$ cat src/rtl/telem_pkg.sv
`timescale 1ns/1ps
package telem_pkg;

    localparam logic [7:0] SYNC_BYTE    = 8'hAA;
    localparam logic [7:0] CRC_POLY     = 8'h07;
    localparam logic [7:0] TYPE_STATUS  = 8'h10;
    localparam logic [7:0] TYPE_MOTOR_L = 8'h11;
    localparam logic [7:0] TYPE_MOTOR_R = 8'h12;
    localparam int         STATUS_BYTES = 8;
    localparam int         MOTOR_BYTES  = 10;

    typedef enum logic [1:0] {
        KIND_RAW     = 2'd0,
        KIND_STATUS  = 2'd1,
        KIND_MOTOR_L = 2'd2,
        KIND_MOTOR_R = 2'd3
    } req_kind_e;

    typedef enum logic [2:0] {
        SER_IDLE,
        SER_SYNC,
        SER_LEN,
        SER_TYPE,
        SER_PAY,
        SER_CRC
    } ser_state_e;

    // One byte folded into a running CRC-8, most significant bit first.
    function automatic logic [7:0] crc8_step(input logic [7:0] crc_in, input logic [7:0] data);
        logic [7:0] c;
        c = crc_in ^ data;
        for (int b = 0; b < 8; b++) begin
            c = c[7] ? ((c << 1) ^ CRC_POLY) : (c << 1);
        end
        return c;
    endfunction

endpackage

$ cat src/rtl/telem_packer.sv
`timescale 1ns/1ps
module telem_packer
    import telem_pkg::*;
#(
    parameter int MAX_PAYLOAD = 16,
    localparam int LW = $clog2(MAX_PAYLOAD + 1),
    localparam int PW = 8 * MAX_PAYLOAD
) (
    input  logic [1:0]    kind,
    input  logic [7:0]    raw_type,
    input  logic [LW-1:0] raw_len,
    input  logic [PW-1:0] raw_payload,
    input  logic [15:0]   st_pitch,
    input  logic [15:0]   st_motor,
    input  logic [15:0]   st_vbat,
    input  logic [7:0]    st_state,
    input  logic [7:0]    st_flags,
    input  logic [31:0]   mot_erpm,
    input  logic [15:0]   mot_mv,
    input  logic [15:0]   mot_ma,
    input  logic [15:0]   mot_temp,
    output logic [7:0]    msg_type,
    output logic [LW-1:0] msg_len,
    output logic [PW-1:0] msg_payload
);

    // Both fixed records are big-endian: most significant byte goes first on the wire.
    logic [8*STATUS_BYTES-1:0] status_be;
    logic [8*MOTOR_BYTES-1:0]  motor_be;

    always_comb begin
        status_be = '0;
        status_be[0*8 +: 8] = st_pitch[15:8];
        status_be[1*8 +: 8] = st_pitch[7:0];
        status_be[2*8 +: 8] = st_motor[15:8];
        status_be[3*8 +: 8] = st_motor[7:0];
        status_be[4*8 +: 8] = st_vbat[15:8];
        status_be[5*8 +: 8] = st_vbat[7:0];
        status_be[6*8 +: 8] = st_state;
        status_be[7*8 +: 8] = st_flags;
    end

    always_comb begin
        motor_be = '0;
        motor_be[0*8 +: 8] = mot_erpm[31:24];
        motor_be[1*8 +: 8] = mot_erpm[23:16];
        motor_be[2*8 +: 8] = mot_erpm[15:8];
        motor_be[3*8 +: 8] = mot_erpm[7:0];
        motor_be[4*8 +: 8] = mot_mv[15:8];
        motor_be[5*8 +: 8] = mot_mv[7:0];
        motor_be[6*8 +: 8] = mot_ma[15:8];
        motor_be[7*8 +: 8] = mot_ma[7:0];
        motor_be[8*8 +: 8] = mot_temp[15:8];
        motor_be[9*8 +: 8] = mot_temp[7:0];
    end

    always_comb begin
        msg_type    = raw_type;
        msg_len     = raw_len;
        msg_payload = raw_payload;
        unique case (req_kind_e'(kind))
            KIND_STATUS: begin
                msg_type    = TYPE_STATUS;
                msg_len     = LW'(STATUS_BYTES);
                msg_payload = PW'(status_be);
            end
            KIND_MOTOR_L, KIND_MOTOR_R: begin
                msg_type    = (req_kind_e'(kind) == KIND_MOTOR_R) ? TYPE_MOTOR_R : TYPE_MOTOR_L;
                msg_len     = LW'(MOTOR_BYTES);
                msg_payload = PW'(motor_be);
            end
            default: ;
        endcase
    end

    // both records fit in the payload buffer
    always_comb begin
        assert (MAX_PAYLOAD >= MOTOR_BYTES)
            else $error("p_payload_fits_r6: MAX_PAYLOAD below motor record size");
    end

endmodule

$ cat src/rtl/telem_req_fifo.sv
`timescale 1ns/1ps
module telem_req_fifo #(
    parameter int DEPTH  = 4,
    parameter int W      = 32,
    parameter int DROP_W = 8,
    localparam int AW = (DEPTH > 1) ? $clog2(DEPTH) : 1,
    localparam int CW = $clog2(DEPTH + 1)
) (
    input  logic              clk,
    input  logic              rst_n,
    input  logic              push_req,
    input  logic [W-1:0]      push_data,
    input  logic              pop,
    output logic [W-1:0]      rd_data,
    output logic              nonempty,
    output logic [DROP_W-1:0] drop_count
);

    typedef struct packed {
        logic [AW-1:0]     wr;
        logic [AW-1:0]     rd;
        logic [CW-1:0]     cnt;
        logic [DROP_W-1:0] drops;
    } fifo_regs_t;

    fifo_regs_t d, q;
    logic [W-1:0] mem_q [DEPTH];
    logic full, accept, do_pop;

    function automatic logic [AW-1:0] ptr_next(input logic [AW-1:0] p);
        return (p == AW'(DEPTH - 1)) ? '0 : p + AW'(1);
    endfunction

    assign full     = (q.cnt == CW'(DEPTH));
    assign nonempty = (q.cnt != '0);
    assign accept   = push_req && !full;
    assign do_pop   = pop && nonempty;
    assign rd_data  = mem_q[q.rd];
    assign drop_count = q.drops;

    always_comb begin
        d = q;
        if (accept) d.wr = ptr_next(q.wr);
        if (do_pop) d.rd = ptr_next(q.rd);
        if (accept && !do_pop)      d.cnt = q.cnt + CW'(1);
        else if (!accept && do_pop) d.cnt = q.cnt - CW'(1);
        if (push_req && full && (q.drops != '1)) d.drops = q.drops + DROP_W'(1);
    end

    always_ff @(posedge clk or negedge rst_n) begin
        if (!rst_n) q <= '0;
        else        q <= d;
    end

    always_ff @(posedge clk) begin
        if (accept) mem_q[q.wr] <= push_data;
    end

    // occupancy never exceeds the queue depth
    p_count_bound_r8: assert property (@(posedge clk) disable iff (!rst_n)
        q.cnt <= CW'(DEPTH));
    // an accepted request leaves the queue non-empty
    p_accept_holds_r8: assert property (@(posedge clk) disable iff (!rst_n)
        (push_req && !full) |=> nonempty);
    // the reader never pops an empty queue
    p_no_underflow_r8: assert property (@(posedge clk) disable iff (!rst_n)
        pop |-> nonempty);
    // a dropped request bumps the counter when below saturation
    p_drop_inc_r9: assert property (@(posedge clk) disable iff (!rst_n)
        (push_req && full && (drop_count != '1)) |=> drop_count == $past(drop_count) + DROP_W'(1));
    // a saturated counter stays saturated
    p_drop_sat_r9: assert property (@(posedge clk) disable iff (!rst_n)
        (drop_count == '1) |=> drop_count == '1);

endmodule

$ cat src/rtl/telem_serializer.sv
`timescale 1ns/1ps
module telem_serializer
    import telem_pkg::*;
#(
    parameter int MAX_PAYLOAD = 16,
    localparam int LW = $clog2(MAX_PAYLOAD + 1),
    localparam int PW = 8 * MAX_PAYLOAD
) (
    input  logic          clk,
    input  logic          rst_n,
    input  logic          in_valid,
    input  logic [7:0]    in_type,
    input  logic [LW-1:0] in_len,
    input  logic [PW-1:0] in_payload,
    output logic          in_pop,
    output logic          tx_valid,
    output logic [7:0]    tx_data,
    input  logic          tx_ready
);

    typedef struct packed {
        ser_state_e    st;
        logic [LW-1:0] idx;
        logic [7:0]    crc;
        logic [7:0]    typ;
        logic [LW-1:0] len;
        logic [PW-1:0] pay;
    } ser_regs_t;

    ser_regs_t d, q;
    logic [7:0] len_byte, pay_byte;

    assign len_byte = 8'(q.len);
    assign pay_byte = q.pay[{q.idx, 3'b000} +: 8];

    always_comb begin
        d      = q;
        in_pop = 1'b0;
        unique case (q.st)
            SER_IDLE: begin
                if (in_valid) begin
                    in_pop = 1'b1;
                    d.st   = SER_SYNC;
                    d.typ  = in_type;
                    d.len  = in_len;
                    d.pay  = in_payload;
                    d.idx  = '0;
                    d.crc  = '0;
                end
            end
            SER_SYNC: if (tx_ready) d.st = SER_LEN;
            SER_LEN: begin
                if (tx_ready) begin
                    d.crc = crc8_step(q.crc, len_byte);
                    d.st  = SER_TYPE;
                end
            end
            SER_TYPE: begin
                if (tx_ready) begin
                    d.crc = crc8_step(q.crc, q.typ);
                    d.st  = (q.len == '0) ? SER_CRC : SER_PAY;
                end
            end
            SER_PAY: begin
                if (tx_ready) begin
                    d.crc = crc8_step(q.crc, pay_byte);
                    d.idx = q.idx + LW'(1);
                    if (q.idx + LW'(1) == q.len) d.st = SER_CRC;
                end
            end
            SER_CRC: begin
                if (tx_ready) begin
                    if (in_valid) begin
                        in_pop = 1'b1;
                        d.st   = SER_SYNC;
                        d.typ  = in_type;
                        d.len  = in_len;
                        d.pay  = in_payload;
                        d.idx  = '0;
                        d.crc  = '0;
                    end else begin
                        d.st = SER_IDLE;
                    end
                end
            end
            default: d.st = SER_IDLE;
        endcase
    end

    always_ff @(posedge clk or negedge rst_n) begin
        if (!rst_n) begin
            q    <= '0;
            q.st <= SER_IDLE;
        end else begin
            q <= d;
        end
    end

    always_comb begin
        tx_valid = (q.st != SER_IDLE);
        unique case (q.st)
            SER_SYNC: tx_data = SYNC_BYTE;
            SER_LEN:  tx_data = len_byte;
            SER_TYPE: tx_data = q.typ;
            SER_PAY:  tx_data = pay_byte;
            SER_CRC:  tx_data = q.crc;
            default:  tx_data = 8'h00;
        endcase
    end

    // a stalled byte is held unchanged
    p_hold_stall_r4: assert property (@(posedge clk) disable iff (!rst_n)
        (tx_valid && !tx_ready) |=> (tx_valid && $stable(tx_data)));
    // a frame opens with the start byte
    p_frame_start_r1: assert property (@(posedge clk) disable iff (!rst_n)
        $rose(tx_valid) |-> tx_data == SYNC_BYTE);
    // after an accepted check byte, either idle or a new start byte
    p_after_crc_r10: assert property (@(posedge clk) disable iff (!rst_n)
        (q.st == SER_CRC && tx_ready) |=> (!tx_valid || tx_data == SYNC_BYTE));
    // a loaded length never exceeds the payload buffer
    p_len_bound_r7: assert property (@(posedge clk) disable iff (!rst_n)
        tx_valid |-> q.len <= LW'(MAX_PAYLOAD));

endmodule

$ cat src/rtl/telem_framer.sv
`timescale 1ns/1ps
module telem_framer
    import telem_pkg::*;
#(
    parameter int MAX_PAYLOAD = 16,
    parameter int DEPTH       = 4,
    parameter int DROP_W      = 8,
    localparam int LW = $clog2(MAX_PAYLOAD + 1),
    localparam int PW = 8 * MAX_PAYLOAD,
    localparam int EW = 8 + LW + PW
) (
    input  logic              clk,
    input  logic              rst_n,
    input  logic              req_valid,
    input  logic [1:0]        req_kind,
    input  logic [7:0]        req_type,
    input  logic [LW-1:0]     req_len,
    input  logic [PW-1:0]     req_payload,
    input  logic [15:0]       st_pitch,
    input  logic [15:0]       st_motor,
    input  logic [15:0]       st_vbat,
    input  logic [7:0]        st_state,
    input  logic [7:0]        st_flags,
    input  logic [31:0]       mot_erpm,
    input  logic [15:0]       mot_mv,
    input  logic [15:0]       mot_ma,
    input  logic [15:0]       mot_temp,
    output logic              tx_valid,
    output logic [7:0]        tx_data,
    input  logic              tx_ready,
    output logic [DROP_W-1:0] drop_count
);

    logic [7:0]    pk_type;
    logic [LW-1:0] pk_len;
    logic [PW-1:0] pk_pay;
    logic [EW-1:0] q_rd;
    logic          q_nonempty, q_pop;

    telem_packer #(.MAX_PAYLOAD(MAX_PAYLOAD)) u_packer (
        .kind       (req_kind),
        .raw_type   (req_type),
        .raw_len    (req_len),
        .raw_payload(req_payload),
        .st_pitch   (st_pitch),
        .st_motor   (st_motor),
        .st_vbat    (st_vbat),
        .st_state   (st_state),
        .st_flags   (st_flags),
        .mot_erpm   (mot_erpm),
        .mot_mv     (mot_mv),
        .mot_ma     (mot_ma),
        .mot_temp   (mot_temp),
        .msg_type   (pk_type),
        .msg_len    (pk_len),
        .msg_payload(pk_pay)
    );

    telem_req_fifo #(.DEPTH(DEPTH), .W(EW), .DROP_W(DROP_W)) u_queue (
        .clk       (clk),
        .rst_n     (rst_n),
        .push_req  (req_valid),
        .push_data ({pk_type, pk_len, pk_pay}),
        .pop       (q_pop),
        .rd_data   (q_rd),
        .nonempty  (q_nonempty),
        .drop_count(drop_count)
    );

    telem_serializer #(.MAX_PAYLOAD(MAX_PAYLOAD)) u_ser (
        .clk       (clk),
        .rst_n     (rst_n),
        .in_valid  (q_nonempty),
        .in_type   (q_rd[EW-1 -: 8]),
        .in_len    (q_rd[PW +: LW]),
        .in_payload(q_rd[PW-1:0]),
        .in_pop    (q_pop),
        .tx_valid  (tx_valid),
        .tx_data   (tx_data),
        .tx_ready  (tx_ready)
    );

    // nothing is offered in the first cycle out of reset
    p_reset_quiet_r11: assert property (@(posedge clk) disable iff (!rst_n)
        $rose(rst_n) |-> !tx_valid);

endmodule

$ cat config.mk
export PLATFORM = sky130hd
export DESIGN_NAME = telem_framer
export DESIGN_NICKNAME = d
export VERILOG_FILES = /design/src/rtl/telem_pkg.sv /design/src/rtl/telem_packer.sv /design/src/rtl/telem_req_fifo.sv /design/src/rtl/telem_serializer.sv /design/src/rtl/telem_framer.sv
export SDC_FILE = /design/constraint.sdc
export NUM_CORES = 1
export LEC_CHECK = 0
export CAP_MARGIN = 20
export CORE_MARGIN = 2
export CORE_UTILIZATION = 57
export CTS_CLUSTER_DIAMETER = 40
export DETAILED_ROUTE_END_ITERATION = 8
export GPL_TIMING_DRIVEN = 1
export PLACE_DENSITY = 0.82
export SLEW_MARGIN = 20
export SYNTH_ARGS = -nofsm -noshare
export SYNTH_HDL_FRONTEND = slang
export SYNTH_SLANG_ARGS = --single-unit
$ cat constraint.sdc
create_clock -name clk -period 7 [get_ports clk]
set_clock_uncertainty 0.2 [all_clocks]
set_input_delay 1.4 -clock clk [delete_from_list [all_inputs] [get_ports clk]]
set_output_delay 1.4 -clock clk [all_outputs]
set_load 0.02 [all_outputs]
==> results of run 1 <==
## cells by family (layout without fill, tap and decap cells)
group                    after synthesis  in the layout
adder cells (fa/ha/maj)                9              9
flip-flops                           736            736
multiplexers                         395            395
AND/OR/NAND/NOR                      254            254
AO/OA/AOI/OAI                        179            179
XOR/XNOR                              70             70
buffers and inverters                135            509
## final cells by class
| class | instances | area [sq um] |
|---|---|---|
| Clock buffer | 113 | 2580 |
| Multi-Input combinational cell | 907 | 9360 |
| Clock inverter | 57 | 618 |
| Inverter | 16 | 60.1 |
| Timing Repair Buffer | 323 | 3300 |
| Sequential cell | 736 | 21300 |
| Tap cell | 696 | 871 |
| Fill cell | 3164 | 15900 |
## worst paths after layout
check / from / to / cells past startpoint
max in group asynchronous: rst_n / u_ser.q[149] / 3
max reg2reg: u_ser.q[156] / u_queue.q[9] / 8
max: u_ser.q[149] / tx_data[3] / 7
min reg2reg: u_queue.drop_count[5] / u_queue.drop_count[5] / 1
min in group asynchronous: rst_n / u_ser.q[8] / 1
min: u_queue.drop_count[5] / u_queue.drop_count[5] / 1
## routing by layer
layer  up-vias  GRT usage  wire length [microns]
met5         -          0                      0
met2       649      0.461                  38500
li1       7543          -                      -
met3       110     0.0422                   4140
met4         0     0.0804                   1700
met1      8955      0.350                  28900
## power breakdown
part	total (mW)	switching, mW	internal, mW
logic	5.42	2.64	2.78
registers	6.85	0.856	6.00
clock network	4.82	1.92	2.90
total	17.1	5.42	11.7
## critical path, stage by stage, from the launching register on
cell and delay, ns:
dfrtp_4 0.83, mux4_1 0.65, a22oi_1 0.17, and3_1 0.28, nor3_1 0.09, a221oi_1 0.37, inv_1 0.09, clkdlybuf4s50_1 0.55
## state kept, by name, indices dropped and copies added, names as in the netlist
| signal | flops |
|---|---|
| u_queue.drop_count | 8 |
| u_ser.len_byte | 5 |
| u_queue.q | 7 |
| u_queue.mem_q | 564 |
| u_ser.q | 152 |
## per-stage QoR
stage | utilization | hold slack (ns) | power (mW) | setup WS (ns)
finish | 0.706 | 0.294 | 17.1 | 1.70
global route | 0.706 | 0.311 | 17.8 | 1.52
CTS | 0.705 | 0.301 | 17.2 | 1.44
detailed placement | 0.646 | 0.290 | 12.3 | 2.12
global placement | 0.646 | 0.279 | 12.1 | 2.17
floorplan | - | 0.256 | 10.6 | 1.23
## layout by cell type (no fill, tap or decap), types with 14 or more instances in the layout
| master | count |
|---|---|
| and2_1 | 57 |
| mux4_2 | 163 |
| mux2i_1 | 84 |
| a21oi_1 | 14 |
| edfxtp_1 | 564 |
| inv_6 | 16 |
| nand2_1 | 103 |
| clkbuf_16 | 99 |
| dfrtp_1 | 168 |
| nor2_1 | 35 |
| inv_1 | 14 |
| xor2_1 | 23 |
| mux2_2 | 146 |
| clkdlybuf4s50_1 | 304 |
| o21ai_0 | 98 |
| xnor2_1 | 41 |
==> results.toml, run 1 <==
[outcome]
status = "finished, final reports clean"

[yosys]
synth.area.top_cells = "edfxtp_1 54%, dfrtp_1 14%, mux4_2 12%"
synth_async_sr_flop_share = 0.234
synth_seq_area_share = 0.682
yosysUniqueCellTypes = 57
yosysMostFrequentCell = "edfxtp_1"
synth-seq-cells = 736
yosys.area_share.simple = 0.0393
synth-compound-area-share = 0.0348
synth_top_family_by_area = "multiplexers"
synth_mux_area_frac = 0.199
synth-xor-area-share = 0.0224
dominantRegCellSynth = "edfxtp_1"
synth.top_cells.by_count = "564 x edfxtp_1, 172 x dfrtp_1, 163 x mux4_2, 146 x mux2_2, 103 x nand2_1"
synth_edf_count = 564
synth_area_sq_um = 31100
yosys.area_share.adder = 0.00386
synth_nets = 2078
synth_top_area_share = 0.544
synth_cells = 1778
synth_warnings = 0
yosysTopAreaCell = "edfxtp_1"
synth_area_per_cell_sq_um = 17.5

[setup_path]
cp-start-kind = "register"
cp_max_fo = 41
arrival_ns = 3.70
critPathKind = "register to output port"
critical_path_required_ns = 5.40
worstSetupEndpointType = "output port"
rrSetupSlack_ns = 3.51

[timing]
setup_viol = 0
tightest_slew_ns = 0.955
tns_ns = 0
slew_headroom = 0.363
finalCritPeriodShare = 0.757
rsz0062_at_grt = "no"
fmax_mhz = 189
slew_viol_final = 0
final_hold_viol_count = 0
fin_crit_ns = 5.30

[routing]
drt_iter0_drc = 1492
wl_per_cell_microns = 25.7
ant_nets = 0
viasPerCell = 6.06
vias = 17300
drt_first_pass_iters = 5
drc = 0
drt_wl_total_microns = 73200

[placement]
dp_hpwl_microns = 45700
place_congestion = 0.865
dp.cells = 2677
placed_area_sq_um = 34800
portBuffers = 307

[global_routing]
antenna_found_initial = 1
first_global_vias = 18000
gr-total-overflow = 0
grt_usage = 0.266
grt_pass1_wl_microns = 111000
grt_max_degree = 149

[hold_path]
hp-class = "register to register"

[floorplanning]
ios = 308
core_region_area_sq_um = 53900
die_area_sq_um = 56500
die_y_microns = 238
start_util = 0.578
die_x_microns = 238
row_count = 85

[cells_and_area]
fin_area_sq_um = 38000
diodes = 0
nets = 2375
drive_gt1_frac = 0.231
syn_to_final_growth_pct = 22.1
finalNonFillerCells = 2848

[clock_tree]
cts_buffer_depth = 3
postCtsSetupBuffers = 0
hold_buffers = 0
clock_sinks = 736
htree_levels = 3
ctsResizeCount = 0
clk_pin_slew_ns = 0.05
cts-buffers-inserted = 91
cts_tree = "built"
cts-root-buf = "clkbuf_16"
worstSkewPairLatency_ns = 0.63

[power_and_ir_drop]
p_per_area_nw_per_um2 = 449
ir_drop_v = 0.000412
p_leak_nw = 13.4

[flow_run]
maxCapViolCount = 0
No activity file was read; power rests on OpenSTA's default activity.
==> run 2, diff against run 1 <==
CORE_UTILIZATION = 52   (was 57)
PLACE_DENSITY = 0.79   (was 0.82)
clock period = 4.4 ns   (was 7 ns; I/O delays follow)
==> run 2 against run 1 <==
Compared with the run above: register-to-register slack worse by 2.4 ns; power up 60%; global-route usage down 2.8 points; utilization down 5.3 points; die area up 9.4%; via count up 0.59%; critical path depth down 2; clock-buffer cell count up 6; first-iteration DRC count up 1.5%; critical path type unchanged.
==> results.toml, run 2 (synthesis results as in run 1) <==
[outcome]
status = "finished, final reports clean"

[cells_and_area]
final_util = 0.652
fin_area_sq_um = 38600
top_register = "u_queue.mem_q"
final_cell_mix = "564 x edfxtp_1, 299 x clkdlybuf4s50_1, 168 x dfrtp_1"
syn_to_final_growth_pct = 23.8
drive_gt1_frac = 0.245
final_common_cell = "edfxtp_1"
largest_register_ffs = 564
nets = 2408
diodes = 0
finalNonFillerCells = 2963

[timing]
slew_headroom = 0.357
fmax_mhz = 231
finalCritPeriodShare = 0.983
tns_ns = 0
tightest_slew_ns = 0.965
fin_crit_ns = 4.33
setup_ws_ns = 0.0741
timing.hold.ws_ns = 0.105
slew_viol_final = 0
final_hold_viol_count = 0
setup_viol = 0
rsz0062_at_grt = "no"

[routing]
wl_per_cell_microns = 24.6
viasPerCell = 5.86
drt_iter0_drc = 1515
drt_wl_total_microns = 73000
vias = 17400
drt_first_pass_iters = 5
drc = 0
ant_nets = 0

[power_and_ir_drop]
switching_share = 0.314
ir_drop_v = 0.000467
p_leak_nw = 13.7
clockPowerShare = 0.283
p_per_area_nw_per_um2 = 709
comb_power_share = 0.322
finalPower_mw = 27.4
seq_power_share = 0.395
p_int_mw = 18.8
p_sw_mw = 8.59

[floorplanning]
die_area_sq_um = 61900
start_util = 0.527
die_x_microns = 249
die_y_microns = 249
core_region_area_sq_um = 59100
row_count = 89
ios = 308

[setup_path]
path_cells = "buf_4 > mux4_2 > mux4_2 > a22o_1 > clkdlybuf4s50_1"
timing.rr.end = "u_ser.q[141]"
critPathKind = "register to output port"
cp-start-kind = "register"
timing.rr.start = "u_ser.q[149]"
rr_worst_depth = 8
cpPeakStageDelay_ns = 0.57
critPathSlowestCell = "mux4_2"
critical_path_required_ns = 3.32
rrSetupSlack_ns = 1.13
cp_max_fo = 6
crit_top_cell = "mux4_2"
worstSetupEndpointType = "output port"
arrival_ns = 3.25

[clock_tree]
worstSkewPairLatency_ns = 0.64
htree_levels = 3
clock_sinks = 736
hold_buffers = 0
cts_tree = "built"
cts-buffers-inserted = 95
cts_buffer_depth = 3
cts-root-buf = "clkbuf_16"
clk_pin_slew_ns = 0.06

[placement]
dp_hpwl_microns = 47400
portBuffers = 307
post-place-ws_ns = 0.280
placed_area_sq_um = 35200
place_congestion = 0.927
dp.cells = 2778

[flow_run]
maxCapViolCount = 0

[global_routing]
grt_usage = 0.238
grt_max_degree = 148
antenna_found_initial = 1
first_global_vias = 18100
gr-total-overflow = 0
grt_pass1_wl_microns = 111000

[hold_path]
hp-class = "input pin to asynchronous set/reset pin"
-- run 2: cell count changes in the layout (fill, tap and decap cells not counted), moves of 4 or more --
cell / change
buf_4: +19
buf_12: +10
clkdlybuf4s50_1: -5
clkinv_4: +5
inv_6: -5
clkbuf_8: +4
clkinv_2: +4
clkinvlp_4: -4
-- run 2: final cells by class --
cell class / count / area, sq um
multi-input combinational: 907 / 9380
clock buffer: 119 / 2610
timing repair buffer: 352 / 3630
inverter: 16 / 60.1
tap: 773 / 967
fill: 3858 / 20600
sequential: 736 / 21300
clock inverter: 60 / 671
-- run 2: how the worst max path moves through the flow --
stage | from | to | slack, ns
finish | u_ser.q[149] | tx_data[5] | 0.07
global route | u_ser.q[149] | tx_data[5] | 0.007
CTS | u_ser.q[150] | tx_data[6] | 0.02
detailed placement | u_ser.q[149] | tx_data[3] | 0.28
global placement | u_ser.q[149] | tx_data[3] | 0.39
floorplan | req_valid | u_queue.mem_q[0][0] | 0.70
-- run 2: repair_timing --
action,4_1_cts,5_1_grt
cloned,0,0
endpoints found under the setup margin,8,5
gates resized for setup,5,6
setup buffers,5,1
endpoints found under the hold margin,0,0
-- run 2: power by group through the flow --
stage,clock network (mW),registers (mW),logic (mW)
after global routing,8.13,11.0,9.39
after detailed placement,0,10.9,8.73
final,7.74,10.8,8.81
after global placement,0,10.8,8.54
after CTS,7.84,10.8,8.88
after floorplan,0,10.1,6.59
-- run 2: per-layer routing --
layer	track usage	wire, microns	vias to the layer above
li1	-	-	7607
met1	0.319	29800	9080
met2	0.405	37500	573
met3	0.0451	4180	97
met4	0.0610	1450	2
met5	0	10	-
-- run 2: worst max-delay path: cells and delay by family (launching register included) --
family	cells	cell delay, ns
buf+inv	2	0.73
compound gates	1	0.27
flops	1	0.48
mux	2	1.13
